--- config.mk ---
export PLATFORM = sky130hd
export DESIGN_NAME = vpage_walker
export DESIGN_NICKNAME = d
export VERILOG_FILES = /design/src/rtl/walker_pkg.sv /design/src/rtl/walker_dp.sv /design/src/rtl/walker_ctrl.sv /design/src/rtl/vpage_walker.sv
export SDC_FILE = /design/constraint.sdc
export NUM_CORES = 1
export LEC_CHECK = 0
export BUFFER_PORTS_ARGS = -buffer_cell sky130_fd_sc_hd__buf_4
export CAP_MARGIN = 20
export CORE_ASPECT_RATIO = 0.6
export CORE_MARGIN = 1.5
export CORE_UTILIZATION = 50
export CTS_CLUSTER_SIZE = 25
export DETAILED_ROUTE_END_ITERATION = 8
export GPL_ROUTABILITY_DRIVEN = 1
export MAX_ROUTING_LAYER = met4
export PLACE_DENSITY = 0.86
export SLEW_MARGIN = 0
export SYNTH_ARGS = -nofsm -noshare
export SYNTH_HDL_FRONTEND = slang
export SYNTH_SLANG_ARGS = --single-unit
--- constraint.sdc ---
create_clock -name clk -period 5.3 [get_ports clk]
set_input_delay 0.53 -clock clk [delete_from_list [all_inputs] [get_ports clk]]
set_output_delay 0.53 -clock clk [all_outputs]
set_load 0.01 [all_outputs]
--- src/rtl/walker_pkg.sv ---
package walker_pkg;
  typedef enum logic [2:0] {
    FLT_NONE    = 3'd0,
    FLT_INVALID = 3'd1,
    FLT_ABSENT  = 3'd2,
    FLT_WRPROT  = 3'd3,
    FLT_PRIV    = 3'd4,
    FLT_SIZE    = 3'd5
  } fault_e;

  // entry bit positions
  localparam int ENT_VALID = 0;
  localparam int ENT_WRITE = 1;
  localparam int ENT_PRIV  = 2;
  localparam int ENT_WC    = 3;
  localparam int SIZE_LSB  = 1;
  localparam int SIZE_W    = 4;
  localparam int WIN_LSB   = 6;
  localparam int WIN_W     = 2;

  typedef struct packed {
    logic   capReq;
    logic   capL1;
    logic   capL2;
    logic   useL2;
    logic   finBypass;
    logic   finLeaf;
    logic   finFault;
    fault_e code;
  } strobe_t;
endpackage

--- src/rtl/walker_dp.sv ---
module walker_dp
  import walker_pkg::*;
#(
  parameter int AW           = 32,
  parameter int REGION_SHIFT = 22,
  parameter int MIN_SHIFT    = 12,
  parameter int MAX_CODE     = 10,
  parameter int TBL_ALIGN    = 12,
  parameter logic [AW-1:0] INV_LO_LAST  = 32'h001F_FFFF,
  parameter logic [AW-1:0] INV_HI_FIRST = 32'hFFFF_0000,
  parameter logic [AW-1:0] BYPASS_SIZE  = 32'h0800_0000
) (
  input  logic          clk,
  input  logic          rstN,
  input  strobe_t       st,
  input  logic [AW-1:0] reqVaddr,
  input  logic          reqWrite,
  input  logic          reqPriv,
  input  logic [AW-1:0] localBase,
  input  logic [AW-1:0] globalBase,
  input  logic [AW-1:0] memRspData,
  output logic          isInvalid,
  output logic          isBypass,
  output logic          l1Valid,
  output logic          l1SizeOk,
  output logic          l2Valid,
  output logic          privViol,
  output logic          writeViol,
  output logic [AW-1:0] memAddr,
  output logic [AW-1:0] resPaddr,
  output logic [WIN_W-1:0] resWin,
  output logic          resWc,
  output fault_e        resFault
);
  localparam logic [AW-1:0] HALF_MASK   = {1'b0, {(AW-1){1'b1}}};
  localparam logic [AW-1:0] REGION_MASK = (AW'(1) << REGION_SHIFT) - AW'(1);
  localparam logic [AW-1:0] TBL_MASK    = (AW'(1) << TBL_ALIGN) - AW'(1);

  logic [AW-1:0] vaReg, baseReg, l1Reg, l2Reg;
  logic          wrReg, privReg;

  always_ff @(posedge clk) begin
    if (!rstN) begin
      vaReg   <= '0;
      baseReg <= '0;
      wrReg   <= 1'b0;
      privReg <= 1'b0;
      l1Reg   <= '0;
      l2Reg   <= '0;
    end else begin
      if (st.capReq) begin
        vaReg   <= reqVaddr;
        baseReg <= reqVaddr[AW-1] ? globalBase : localBase;
        wrReg   <= reqWrite;
        privReg <= reqPriv;
      end
      if (st.capL1) l1Reg <= memRspData;
      if (st.capL2) l2Reg <= memRspData;
    end
  end

  // classification
  logic [AW-1:0] halfAddr;
  assign halfAddr  = vaReg & HALF_MASK;
  assign isInvalid = (vaReg <= INV_LO_LAST) || (vaReg >= INV_HI_FIRST);
  assign isBypass  = halfAddr < BYPASS_SIZE;

  // first level
  logic [AW-1:0] l1Addr;
  assign l1Addr = baseReg + ((halfAddr >> REGION_SHIFT) << 2);

  logic [SIZE_W-1:0] sizeCode;
  logic [5:0]        pageShift;
  logic [AW-1:0]     offMask, l2Addr;
  assign sizeCode  = l1Reg[SIZE_LSB +: SIZE_W];
  assign l1Valid   = l1Reg[ENT_VALID];
  assign l1SizeOk  = 32'(sizeCode) <= MAX_CODE;
  assign pageShift = 6'(MIN_SHIFT) + 6'(sizeCode);
  assign offMask   = (AW'(1) << pageShift) - AW'(1);
  assign l2Addr    = (l1Reg & ~TBL_MASK) + (((vaReg & REGION_MASK) >> pageShift) << 2);

  assign memAddr = st.useL2 ? l2Addr : l1Addr;

  // leaf checks
  assign l2Valid   = l2Reg[ENT_VALID];
  assign privViol  = l2Reg[ENT_PRIV] && !privReg;
  assign writeViol = wrReg && !l2Reg[ENT_WRITE];

  always_ff @(posedge clk) begin
    if (!rstN) begin
      resPaddr <= '0;
      resWin   <= '0;
      resWc    <= 1'b0;
      resFault <= FLT_NONE;
    end else if (st.finBypass) begin
      resPaddr <= vaReg;
      resWin   <= '0;
      resWc    <= 1'b0;
      resFault <= FLT_NONE;
    end else if (st.finLeaf) begin
      resPaddr <= (l2Reg & ~offMask) | (vaReg & offMask);
      resWin   <= l2Reg[WIN_LSB +: WIN_W];
      resWc    <= l2Reg[ENT_WC];
      resFault <= FLT_NONE;
    end else if (st.finFault) begin
      resPaddr <= '0;
      resWin   <= '0;
      resWc    <= 1'b0;
      resFault <= st.code;
    end
  end
endmodule

--- src/rtl/walker_ctrl.sv ---
module walker_ctrl
  import walker_pkg::*;
(
  input  logic    clk,
  input  logic    rstN,
  input  logic    reqValid,
  input  logic    memReqReady,
  input  logic    memRspValid,
  input  logic    isInvalid,
  input  logic    isBypass,
  input  logic    l1Valid,
  input  logic    l1SizeOk,
  input  logic    l2Valid,
  input  logic    privViol,
  input  logic    writeViol,
  output logic    reqReady,
  output logic    memReqValid,
  output logic    doneValid,
  output strobe_t st
);
  typedef enum logic [3:0] {
    S_IDLE, S_CHECK, S_L1REQ, S_L1WAIT, S_L1CHK,
    S_L2REQ, S_L2WAIT, S_LEAF, S_DONE
  } state_e;

  state_e state, nxt;

  always_ff @(posedge clk) begin
    if (!rstN) state <= S_IDLE;
    else       state <= nxt;
  end

  assign reqReady    = (state == S_IDLE);
  assign memReqValid = (state == S_L1REQ) || (state == S_L2REQ);
  assign doneValid   = (state == S_DONE);

  always_comb begin
    nxt = state;
    st  = '0;
    case (state)
      S_IDLE: if (reqValid) begin
        st.capReq = 1'b1;
        nxt = S_CHECK;
      end
      S_CHECK: begin
        if (isInvalid) begin
          st.finFault = 1'b1;
          st.code     = FLT_INVALID;
          nxt = S_DONE;
        end else if (isBypass) begin
          st.finBypass = 1'b1;
          nxt = S_DONE;
        end else begin
          nxt = S_L1REQ;
        end
      end
      S_L1REQ: if (memReqReady) nxt = S_L1WAIT;
      S_L1WAIT: if (memRspValid) begin
        st.capL1 = 1'b1;
        nxt = S_L1CHK;
      end
      S_L1CHK: begin
        if (!l1Valid) begin
          st.finFault = 1'b1;
          st.code     = FLT_ABSENT;
          nxt = S_DONE;
        end else if (!l1SizeOk) begin
          st.finFault = 1'b1;
          st.code     = FLT_SIZE;
          nxt = S_DONE;
        end else begin
          nxt = S_L2REQ;
        end
      end
      S_L2REQ: begin
        st.useL2 = 1'b1;
        if (memReqReady) nxt = S_L2WAIT;
      end
      S_L2WAIT: if (memRspValid) begin
        st.capL2 = 1'b1;
        nxt = S_LEAF;
      end
      S_LEAF: begin
        nxt = S_DONE;
        if (!l2Valid) begin
          st.finFault = 1'b1;
          st.code     = FLT_ABSENT;
        end else if (privViol) begin
          st.finFault = 1'b1;
          st.code     = FLT_PRIV;
        end else if (writeViol) begin
          st.finFault = 1'b1;
          st.code     = FLT_WRPROT;
        end else begin
          st.finLeaf = 1'b1;
        end
      end
      S_DONE: nxt = S_IDLE;
      default: nxt = S_IDLE;
    endcase
  end
endmodule

--- src/rtl/vpage_walker.sv ---
module vpage_walker
  import walker_pkg::*;
(
  input  logic        clk,
  input  logic        rstN,
  input  logic        reqValid,
  output logic        reqReady,
  input  logic [31:0] reqVaddr,
  input  logic        reqWrite,
  input  logic        reqPriv,
  input  logic [31:0] localBase,
  input  logic [31:0] globalBase,
  output logic        memReqValid,
  input  logic        memReqReady,
  output logic [31:0] memReqAddr,
  input  logic        memRspValid,
  input  logic [31:0] memRspData,
  output logic        doneValid,
  output logic [31:0] donePaddr,
  output logic [1:0]  doneWin,
  output logic        doneWc,
  output logic [2:0]  doneFault
);
  strobe_t st;
  logic    isInvalid, isBypass, l1Valid, l1SizeOk, l2Valid, privViol, writeViol;
  fault_e  resFault;

  walker_ctrl u_ctrl (
    .clk, .rstN, .reqValid, .memReqReady, .memRspValid,
    .isInvalid, .isBypass, .l1Valid, .l1SizeOk, .l2Valid,
    .privViol, .writeViol,
    .reqReady, .memReqValid, .doneValid, .st
  );

  walker_dp u_dp (
    .clk, .rstN, .st, .reqVaddr, .reqWrite, .reqPriv,
    .localBase, .globalBase, .memRspData,
    .isInvalid, .isBypass, .l1Valid, .l1SizeOk, .l2Valid,
    .privViol, .writeViol,
    .memAddr(memReqAddr), .resPaddr(donePaddr), .resWin(doneWin),
    .resWc(doneWc), .resFault
  );

  assign doneFault = resFault;
endmodule

==> metrics.csv <==
metric,value,unit
"Slew Viols, Final",0,
final net count,1479,
Sink Count,165,
"Async S/R FF share, synth",0,%
worst hold path startpoint,reqVaddr[1],
CTS HTree Levels,4,
1st-pass router iterations,5,
CTS tree,yes,
mapped cell area,8890,um^2
I/O Pins,208,
initial core utilization,51.5,%
GRT Resource Usage Total,31.4,%
Post-CTS Setup Repair Bufs,0,
number of global-route vias before repair,8382,
"commonest non-fill, non-tap cell in the layout",nand2_1,
Pwr Density,407,nW/um^2
Fmax,242,MHz
Clock Latency Late Sink,0.43,ns
post-synthesis cell count,1173,
Final Hold Viols,0,
status,finished clean,
CP Cell Sequence,clkinv_1 > ha_1 > nand3_1 > ha_1 > or3b_1 > mux2_1 > a32oi_1 > mux2i_1 > o22ai_1 > o211a_1,
I/O Buffers,207,
Total Power,4.51,mW
CTS Buf Count,17,
Clock Path Buffers,2,
Total Wirelength,28500,um
first-pass GRT wire length,44800,um
largest net degree at the start of global routing,91,
crit path time final,4.13,ns
worst clock skew,0.0151,ns
Post-Route Setup TNS,0,ns
WL/cell,18.1,um
width of the die,175,um
CP required,5.62,ns
die area,18600,um^2
initial antenna violation count,0,
vias per cell,5.88,
Final period util,78.0,%
Setup Crit Path Kind,reg -> reg,
leakage power,4.28,nW
Fill cells,1496,
"Distinct cells, synth",72,
sequential share of the synthesized area,37.2,%
clock root buffer,clkbuf_16,
Overflow after GRT,0,
HP Class,in -> reg,
critical path's slowest cell,ha_1,
Crit Reg-Reg Endpoint,u_dp.resPaddr[20],
Slew @ Worst Pin,1.05,ns
Core Area,17300,um^2
FF-to-FF Start,u_dp.l1Reg[4],
Startpoint Class,register,
CP Capture Type,register,
1st-iter DRT viols,907,
Die H,106,um
antenna diode count,0,
peak supply drop,0.257,mV
hold_buf cts,0,
DRC,0,
CP max stage delay,0.67,ns
post-CTS resize count,0,
antenna-violating nets left,0,
Post-DP HPWL,20500,um
Worst Hold End,u_dp.vaReg[1],
"Arr. time, crit path",4.45,ns
Area growth syn-to-layout,24.5,%
CP max FO,30,
slew margin rel.,29.3,%
R2R cell count,10,
Most common cell on crit path,ha_1,
DR vias,9249,
layout cell share with drive strength beyond 1,21.0,%
unrepaired setup endpoints after global routing,no,
ys flop type,dfxtp_1,
max cap viols,0,
Final setup violation count,0,
synthesized flop and latch total,165,
Reg2Reg Setup Slack,1.17,ns
Core Rows,37,
CTS clock-pin slew for the worst setup and hold paths,0.07,ns
Hold Path Cell Cnt,3,
Syn Area/Cell,7.58,um^2
Yosys Warn Count,0,
"EDFF count, synth",0,
most frequent cells in the layout,"nand2_1 (289), buf_4 (222), dfxtp_1 (165)",
GPL Wtd Cong,0.921,
Mapped Nets,1326,
worst max-delay path: cells and delay by family, from the launching register on:
| kind | cells | cell delay [ns] |
|---|---|---|
| compound gates | 3 | 0.51 |
| simple gates | 2 | 0.70 |
| buf+inv | 1 | 0.37 |
| flops | 1 | 0.54 |
| mux | 2 | 0.59 |
| fa+ha+maj | 2 | 1.30 |
sequential cells by signal, summed over array words and instances, names as in the netlist, 2 cells and up:
register / flops
u_dp.l2Reg: 32
u_dp.resPaddr: 32
u_ctrl.state: 4
u_dp.resWin: 2
u_dp.l1Reg: 25
u_dp.resFault: 3
u_dp.baseReg: 32
u_dp.vaReg: 32
cell usage after synthesis (all sizes together), types with 5 or more instances:
cell | instances | share of area (%)
xnor2 | 26 | 2.6
mux2 | 8 | 1.0
nand2 | 289 | 12
nor2b | 5 | 0.35
nor3 | 20 | 1.2
ha | 17 | 2.4
a211oi | 41 | 3.5
mux4 | 5 | 1.3
clkbuf | 56 | 2.4
mux2i | 44 | 5.0
nor2 | 72 | 3.1
dfxtp | 165 | 37
nand3 | 28 | 1.6
a32oi | 12 | 1.2
nand2b | 5 | 0.35
inv | 20 | 0.84
buf | 33 | 1.9
a21oi | 141 | 7.9
nor3b | 5 | 0.42
o22ai | 7 | 0.49
o21ai | 56 | 3.2
a31oi | 21 | 1.5
and2 | 8 | 0.56
nor4 | 6 | 0.49
nand4 | 13 | 0.91
worst max path at each step:
stage / slack, ns / from / cells after the start / endpoint
after floorplan: 2.10 / u_dp.l1Reg[4] / 13 / u_dp.resPaddr[20]
after global placement: 1.42 / u_dp.l1Reg[4] / 10 / u_dp.resPaddr[20]
after detailed placement: 1.26 / u_dp.l1Reg[4] / 10 / u_dp.resPaddr[20]
after CTS: 1.21 / u_dp.l1Reg[4] / 10 / u_dp.resPaddr[20]
after global routing: 0.82 / u_dp.l1Reg[4] / 10 / u_dp.resPaddr[20]
final: 1.17 / u_dp.l1Reg[4] / 10 / u_dp.resPaddr[20]
final cells by class:
type,count,area (um^2),share of cell area (%)
multi-input cells,898,5140,46.4
well taps,234,293,2.64
clock buffers,19,433,3.91
flip-flops and latches,165,3300,29.8
repair buffers,223,1680,15.2
inverters,21,81.3,0.735
clock inverters,13,143,1.29
power by group:
group	internal (mW)	total (mW)	leakage (nW)	switching [mW]
Clock	0.664	1.22	0.273	0.555
Combinational	0.674	1.61	2.66	0.936
Sequential	1.43	1.68	1.34	0.249
kinds of logic (layout without fill, tap and decap cells):
family,after synthesis,after routing,synth area share [%]
buffers and inverters,110,276,5.17
xor gates and xnor gates,30,30,2.96
AOI/OAI and AO/OA,321,321,22.0
and+or+nand+nor,472,472,22.9
muxes,57,57,7.23
adders and majority gates,18,18,2.62
DFF,165,165,37.2
through the flow:
step	worst slack, ns	utilization, %	std cells	cell area (um^2)	hold slack, ns
after global routing	0.824	64.1	1573	11100	0.346
after detailed placement	1.26	60.7	1540	10500	0.448
after global placement	1.42	60.7	1539	10500	0.442
after floorplan	2.10	-	1173	8890	0.431
after CTS	1.21	64.1	1572	11100	0.343
final	1.17	64.1	1573	11100	0.345
routing by layer:
layer	GRT usage [%]	vias up	part of all wire, %
met5	-	-	0
met4	7.57	0	1.4
met3	6.47	40	11
met2	43.9	483	42
met1	45.8	4312	47
li1	-	4414	-
Power figures use the tool's default switching activity.
